$ cat config.mk
export PLATFORM = sky130hd
export DESIGN_NAME = adc_burst_reader
export DESIGN_NICKNAME = d
export VERILOG_FILES = /design/src/rtl/adc_burst_pkg.sv /design/src/rtl/adc_drdy_edge.sv /design/src/rtl/adc_sclk_div.sv /design/src/rtl/adc_burst_seq.sv /design/src/rtl/adc_frame_capture.sv /design/src/rtl/adc_burst_reader.sv
export SDC_FILE = /design/constraint.sdc
export NUM_CORES = 1
export LEC_CHECK = 0
export BUFFER_PORTS_ARGS = -buffer_cell sky130_fd_sc_hd__buf_4
export CORE_MARGIN = 4
export CORE_UTILIZATION = 54
export CTS_BUF_LIST = sky130_fd_sc_hd__clkbuf_4
export DETAILED_ROUTE_END_ITERATION = 8
export GPL_TIMING_DRIVEN = 0
export PLACE_DENSITY = 0.85
export SYNTH_ARGS = -nofsm -noshare
export SYNTH_HDL_FRONTEND = slang
export SYNTH_SLANG_ARGS = --single-unit
export TNS_END_PERCENT = 1
$ cat constraint.sdc
create_clock -name clk -period 1.8 [get_ports clk]
set_input_delay 0.54 -clock clk [delete_from_list [all_inputs] [get_ports clk]]
set_output_delay 0.54 -clock clk [all_outputs]
set_load 0.05 [all_outputs]
$ cat src/rtl/adc_burst_pkg.sv
package adc_burst_pkg;

    localparam int CH_COUNT    = 4;
    localparam int WORD_WIDE   = 24;
    localparam int WORD_NARROW = 16;
    localparam int CMD_BITS    = 8;
    localparam logic [1:0] DEV_ADDR_DEF = 2'b01;

    typedef enum logic [2:0] {
        SEQ_IDLE,
        SEQ_LEAD,
        SEQ_HIGH,
        SEQ_LOW,
        SEQ_TAIL
    } seq_state_e;

    typedef struct packed {
        logic [1:0] dev_addr;
        logic [4:0] reg_addr;
        logic       rd;
    } ctrl_byte_t;

    function automatic logic [7:0] pack_ctrl(input logic [1:0] addr, input logic [4:0] start_reg);
        ctrl_byte_t c;
        c.dev_addr = addr;
        c.reg_addr = start_reg;
        c.rd       = 1'b1;
        return c;
    endfunction

endpackage

$ cat src/rtl/adc_drdy_edge.sv
module adc_drdy_edge #(
    parameter int SYNC_STAGES = 2
) (
    input  logic clk,
    input  logic rst,
    input  logic drdy_n,
    output logic fall
);
    logic [SYNC_STAGES-1:0] sync_q;
    logic                   last_q;

    always_ff @(posedge clk) begin
        if (rst) begin
            sync_q <= '1;
            last_q <= 1'b1;
        end else begin
            sync_q <= {sync_q[SYNC_STAGES-2:0], drdy_n};
            last_q <= sync_q[SYNC_STAGES-1];
        end
    end

    assign fall = last_q & ~sync_q[SYNC_STAGES-1];
endmodule

$ cat src/rtl/adc_sclk_div.sv
module adc_sclk_div #(
    parameter int HALF_DIV = 12
) (
    input  logic clk,
    input  logic rst,
    input  logic run,
    output logic tick
);
    localparam int CW = (HALF_DIV > 1) ? $clog2(HALF_DIV) : 1;

    logic [CW-1:0] cnt_q;

    assign tick = run && (cnt_q == CW'(HALF_DIV - 1));

    always_ff @(posedge clk) begin
        if (rst || !run) begin
            cnt_q <= '0;
        end else if (tick) begin
            cnt_q <= '0;
        end else begin
            cnt_q <= cnt_q + 1'b1;
        end
    end
endmodule

$ cat src/rtl/adc_burst_seq.sv
module adc_burst_seq
    import adc_burst_pkg::*;
#(
    parameter int NUM_CH   = CH_COUNT,
    parameter int W_WIDE   = WORD_WIDE,
    parameter int W_NARROW = WORD_NARROW,
    parameter int CMD_W    = CMD_BITS,
    parameter logic [CMD_W-1:0] CTRL_BYTE = 8'h41
) (
    input  logic clk,
    input  logic rst,
    input  logic start,
    input  logic tick,
    input  logic wide_sel,
    output logic run,
    output logic sclk,
    output logic mosi,
    output logic cs_n,
    output logic capture,
    output logic wide_q,
    output logic burst_done,
    output logic overrun
);
    localparam int LEN_N = CMD_W + NUM_CH * W_NARROW;
    localparam int LEN_W = CMD_W + NUM_CH * W_WIDE;
    localparam int CNT_W = $clog2(LEN_W + 1);

    seq_state_e       state_q;
    logic [CNT_W-1:0] bit_q;
    logic [CNT_W-1:0] last_idx;
    logic [CMD_W-1:0] cmd_q;
    logic             sclk_q;
    logic             cs_q;
    logic             done_q;
    logic             ovr_q;
    logic             wide_r;

    assign last_idx = wide_r ? CNT_W'(LEN_W - 1) : CNT_W'(LEN_N - 1);
    assign run      = (state_q != SEQ_IDLE);
    assign capture  = tick && ((state_q == SEQ_LEAD) || (state_q == SEQ_LOW))
                      && (bit_q >= CNT_W'(CMD_W));

    always_ff @(posedge clk) begin
        if (rst) begin
            state_q <= SEQ_IDLE;
            bit_q   <= '0;
            cmd_q   <= '0;
            sclk_q  <= 1'b0;
            cs_q    <= 1'b1;
            done_q  <= 1'b0;
            ovr_q   <= 1'b0;
            wide_r  <= 1'b0;
        end else begin
            done_q <= 1'b0;
            if (start && (state_q != SEQ_IDLE)) begin
                ovr_q <= 1'b1;
            end
            case (state_q)
                SEQ_IDLE: begin
                    if (start) begin
                        state_q <= SEQ_LEAD;
                        cs_q    <= 1'b0;
                        bit_q   <= '0;
                        cmd_q   <= CTRL_BYTE;
                        wide_r  <= wide_sel;
                    end
                end
                SEQ_LEAD, SEQ_LOW: begin
                    if (tick) begin
                        sclk_q  <= 1'b1;
                        state_q <= SEQ_HIGH;
                    end
                end
                SEQ_HIGH: begin
                    if (tick) begin
                        sclk_q <= 1'b0;
                        if (bit_q == last_idx) begin
                            state_q <= SEQ_TAIL;
                        end else begin
                            state_q <= SEQ_LOW;
                            bit_q   <= bit_q + 1'b1;
                            cmd_q   <= {cmd_q[CMD_W-2:0], 1'b0};
                        end
                    end
                end
                SEQ_TAIL: begin
                    if (tick) begin
                        cs_q    <= 1'b1;
                        done_q  <= 1'b1;
                        state_q <= SEQ_IDLE;
                    end
                end
                default: state_q <= SEQ_IDLE;
            endcase
        end
    end

    assign sclk       = sclk_q;
    assign mosi       = cmd_q[CMD_W-1];
    assign cs_n       = cs_q;
    assign burst_done = done_q;
    assign overrun    = ovr_q;
    assign wide_q     = wide_r;
endmodule

$ cat src/rtl/adc_frame_capture.sv
module adc_frame_capture #(
    parameter int NUM_CH   = 4,
    parameter int W_WIDE   = 24,
    parameter int W_NARROW = 16
) (
    input  logic                       clk,
    input  logic                       rst,
    input  logic                       capture,
    input  logic                       miso,
    input  logic                       wide_q,
    input  logic                       burst_done,
    output logic [NUM_CH*W_WIDE-1:0]   frame_data,
    output logic                       frame_valid
);
    localparam int SH_W  = NUM_CH * W_WIDE;
    localparam int PAD_W = W_WIDE - W_NARROW;

    logic [SH_W-1:0] sh_q;
    logic [SH_W-1:0] assembled;
    logic [SH_W-1:0] frame_q;
    logic            valid_q;

    always_ff @(posedge clk) begin
        if (rst) begin
            sh_q <= '0;
        end else if (capture) begin
            sh_q <= {sh_q[SH_W-2:0], miso};
        end
    end

    for (genvar i = 0; i < NUM_CH; i++) begin : g_slot
        logic [W_WIDE-1:0] wide_word;
        logic [W_WIDE-1:0] narrow_word;
        assign wide_word   = sh_q[(NUM_CH-1-i)*W_WIDE +: W_WIDE];
        assign narrow_word = {{PAD_W{1'b0}}, sh_q[(NUM_CH-1-i)*W_NARROW +: W_NARROW]};
        assign assembled[i*W_WIDE +: W_WIDE] = wide_q ? wide_word : narrow_word;
    end

    always_ff @(posedge clk) begin
        if (rst) begin
            frame_q <= '0;
            valid_q <= 1'b0;
        end else begin
            valid_q <= burst_done;
            if (burst_done) begin
                frame_q <= assembled;
            end
        end
    end

    assign frame_data  = frame_q;
    assign frame_valid = valid_q;
endmodule

$ cat src/rtl/adc_burst_reader.sv
module adc_burst_reader
    import adc_burst_pkg::*;
#(
    parameter int         NUM_CH    = CH_COUNT,
    parameter int         W_WIDE    = WORD_WIDE,
    parameter int         W_NARROW  = WORD_NARROW,
    parameter int         HALF_DIV  = 12,
    parameter logic [1:0] DEV_ADDR  = DEV_ADDR_DEF,
    parameter logic [4:0] START_REG = 5'd0
) (
    input  logic                     clk,
    input  logic                     rst,
    input  logic                     drdy_n,
    input  logic                     wide_sel,
    input  logic                     miso,
    output logic                     sclk,
    output logic                     mosi,
    output logic                     cs_n,
    output logic [NUM_CH*W_WIDE-1:0] frame_data,
    output logic                     frame_valid,
    output logic                     overrun
);
    localparam logic [CMD_BITS-1:0] CTRL_BYTE = pack_ctrl(DEV_ADDR, START_REG);

    logic start;
    logic run;
    logic tick;
    logic capture;
    logic wide_q;
    logic burst_done;

    adc_drdy_edge #(.SYNC_STAGES(2)) u_edge (
        .clk    (clk),
        .rst    (rst),
        .drdy_n (drdy_n),
        .fall   (start)
    );

    adc_sclk_div #(.HALF_DIV(HALF_DIV)) u_div (
        .clk  (clk),
        .rst  (rst),
        .run  (run),
        .tick (tick)
    );

    adc_burst_seq #(
        .NUM_CH    (NUM_CH),
        .W_WIDE    (W_WIDE),
        .W_NARROW  (W_NARROW),
        .CMD_W     (CMD_BITS),
        .CTRL_BYTE (CTRL_BYTE)
    ) u_seq (
        .clk        (clk),
        .rst        (rst),
        .start      (start),
        .tick       (tick),
        .wide_sel   (wide_sel),
        .run        (run),
        .sclk       (sclk),
        .mosi       (mosi),
        .cs_n       (cs_n),
        .capture    (capture),
        .wide_q     (wide_q),
        .burst_done (burst_done),
        .overrun    (overrun)
    );

    adc_frame_capture #(
        .NUM_CH   (NUM_CH),
        .W_WIDE   (W_WIDE),
        .W_NARROW (W_NARROW)
    ) u_cap (
        .clk         (clk),
        .rst         (rst),
        .capture     (capture),
        .miso        (miso),
        .wide_q      (wide_q),
        .burst_done  (burst_done),
        .frame_data  (frame_data),
        .frame_valid (frame_valid)
    );
endmodule

==> flow_summary_export.csv <==
group,metric,value,unit
outcome,status,"complete, but fails checks",
outcome,failed_checks,"negative setup slack",
detailed_routing,num_vias,7552,
sta,relSlewSlack,0.5128,
worst_setup_path,slowest_delay,390,ps
worst_setup_path,cp.arrival,2430,ps
floorplanning,start_util,0.5519,
floorplanning,die_w,132.7,um
worst_hold_path,hold_path_class,"primary input to register",
synth,yosysWarnings,0,
worst_setup_path,path_cells,"buf_6 -> or3b_4 -> a311o_1 -> buf_6 -> or3_1 -> a31oi_1",
layout,final_area,10400,um2
detailed_routing,drt_iter0_markers,733,
layout,layout.nets,1140,
detailed_routing,post_drt_via_cell_ratio,5.611,
sta,fmax,0.5429,GHz
global_route,grt_remaining_overflow,0,
worst_setup_path,worst-path-max-fanout,10,
clock_tree,clkSinkCount,223,
layout,fin_util,0.6843,
synth,synth-edff-count,0,
detailed_routing,first_pass_iters,5,
synth,synth-main-ff-cell,"dfxtp_1",
sta,min_period_over_period,1.023,
clock_tree,cts-hold-fix-buffers,0,
synth,syn-cell-area,8391,um2
floorplanning,dieArea,17600,um2
synth,avgSynthCellArea,8.623,um2
sta,hold_viol_final,0,
sta,timing.final.ws_setup,-41.88,ps
place,hpwlAfterDp,14.96,mm
worst_setup_path,critPathBufInv,2,
power,finalPower,9.015,mW
global_route,track_usage,0.2375,
synth,netlist_instances,973,
power,peakVddDrop,0.6970,mV
worst_setup_path,end_kind,"register",
sta,fin_crit,1842,ps
place,place.gp.congestion,0.8713,
synth,synth.distinct_cells,36,
global_route,grt_max_degree,14,
worst_setup_path,path_class,"register to register",
place,portBuffers,105,
worst_setup_path,critical-path-top-delay-family,"simple AND/OR/NAND/NOR gates",
clock_tree,root_buffer,"clkbuf_4",
power,p_leak,3.574,nW
detailed_routing,drc,0,
synth,yosysSeqAreaShare,0.5321,
sta,skew,39.53,ps
detailed_routing,detail-route-antenna-nets,0,
synth,synth_nets,981,
clock_tree,cts-buffers-inserted,54,
clock_tree,cts_max_level,2,
clock_tree,cts_tree,"built",
floorplanning,core,15200,um2
sta,final_max_slew_viol_count,0,
worst_setup_path,crit_top_cell,"buf_6",
global_route,antenna_found_initial,1,
worst_setup_path,start_kind,"register",
sta,finalSetupViolCount,6,
detailed_routing,wirelength,22.12,mm
power,cellPowerDensity,866.6,nW/um2
layout,drive_above_1_share,0.2187,
clock_tree,clk_latency,670,ps
global_route,grt_pass1_wl,34.56,mm
sta,rsz0062_at_grt,"true",
layout,areaGrowthSynthToFinish,23.98,%
worst_setup_path,critical_path_required,2390,ps
clock_tree,clockBufferDepth,3,
synth,async_flop_share,0,
synth,ys_seq_elements,223,
worst_setup_path,cpMaxStageDelayCell,"or3b_4",
sta,worstMarginPinSlew,730.8,ps
clock_tree,clkTransAtPathRegs,70,ps
floorplanning,io_pins,106,
layout,fillers,1179,
sta,finalSetupTns,-104.4,ps
floorplanning,fp.dieH,132.7,um
detailed_routing,wl_per_cell,16.44,um
flow_run,maxCapViolCount,0,
place,dpl_cell_area,9414,um2
global_route,first_global_vias,6988,
floorplanning,fp-row-count,45,
report_power, final:
group | switching (mW) | total [mW] | internal, mW
logic | 0.145 | 0.194 | 0.0488
clock network | 1.89 | 3.87 | 1.98
registers | 0.00595 | 4.95 | 4.94
final timing paths:
path         slack (ps)               end             start  depth (start not counted)
max                 -40    u_seq.bit_q[4]  u_seq.state_q[0]                          6
min                  80  u_edge.sync_q[0]            drdy_n                          2
max reg2reg         -40    u_seq.bit_q[4]  u_seq.state_q[0]                          6
min reg2reg         410  u_edge.sync_q[1]  u_edge.sync_q[0]                          1
synth_stat cells, types with 6 or more instances:
master,number,area share
a211oi_1,49,0.044
a21oi_1,139,0.083
a31oi_1,6,0.0045
buf_1,6,0.0027
buf_2,16,0.0095
clkbuf_1,55,0.025
dfxtp_1,223,0.53
mux2i_1,64,0.076
nand2_1,199,0.089
nand2b_1,19,0.014
nand3_1,48,0.029
nor2_1,85,0.038
nor2b_1,17,0.013
nor3_1,6,0.0036
final cells by class:
class / count / area [um2] / area share
Sequential cell: 223 / 4497 / 0.4323
Multi-Input combinational cell: 667 / 3636 / 0.3495
Timing Repair Buffer: 107 / 1036 / 0.09959
Clock buffer: 73 / 548.0 / 0.05268
Buffer: 75 / 376.6 / 0.03620
Tap cell: 188 / 235.2 / 0.02261
Clock inverter: 8 / 56.30 / 0.005413
Inverter: 4 / 15.01 / 0.001443
Antenna cell: 1 / 2.502 / 0.0002406
layer usage:
metal  GRT usage  share of wire
met4     0.08834          0.020
met5           0              0
met3     0.06654          0.092
met2      0.3761           0.46
met1      0.3108           0.42
timing repair:
| item | 4_1_cts | 5_1_grt |
|---|---|---|
| endpoints found under the setup margin | 200 | 166 |
| resized for setup | 33 | 104 |
| buffers inserted | 2 | 0 |
| pin swaps | 8 | 2 |
| cloned | 0 | 0 |
cell families (layout without fill, tap and decap cells):
family                   count (synthesis)  after routing  synth area share
AND/OR/NAND/NOR                        397            397            0.2056
flip-flops                             223            223            0.5321
AO/OA/AOI/OAI                          200            200            0.1370
buffers and inverters                   83            267           0.04131
multiplexers                            64             64           0.07635
adder cells (fa/ha/maj)                  3              3          0.004474
XOR/XNOR                                 3              3          0.003132
other                                    0              1                 0
layout by cell type (no fill, tap or decap), drive strengths merged, types with 2 or more instances in the layout:
| master | instances |
|---|---|
| dfxtp | 223 |
| nand2 | 199 |
| a21oi | 139 |
| buf | 129 |
| clkbuf | 126 |
| nor2 | 85 |
| mux2i | 64 |
| a211oi | 49 |
| nand3 | 48 |
| nand2b | 19 |
| nor2b | 17 |
| a31oi | 6 |
| clkinv | 6 |
| nor3 | 6 |
| or3 | 5 |
| or2 | 5 |
| inv | 5 |
| nand3b | 4 |
| ha | 3 |
| xnor2 | 2 |
| nor3b | 2 |
sequential cells by signal (all words and copies together), names as in the netlist:
name / flops
u_cap.frame_data: 96
u_cap.frame_valid: 1
u_cap.sh_q: 96
u_div.cnt_q: 4
u_edge.last_q: 1
u_edge.sync_q: 2
u_seq.bit_q: 7
u_seq.burst_done: 1
u_seq.cmd_q: 8
u_seq.cs_n: 1
u_seq.overrun: 1
u_seq.sclk: 1
u_seq.state_q: 3
u_seq.wide_q: 1
metrics by stage:
step | setup WS, ps | hold slack [ps] | cells
2_1_floorplan | 15.31 | 389.5 | 973
6_report | -41.88 | 76.07 | 1346
3_5_place_dp | -463.5 | 395.5 | 1266
5_1_grt | -111.7 | 49.08 | 1346
4_1_cts | -15.23 | 43.49 | 1345
3_3_place_gp | -413.7 | 393.8 | 1266
(Power assumes the default switching activity.)
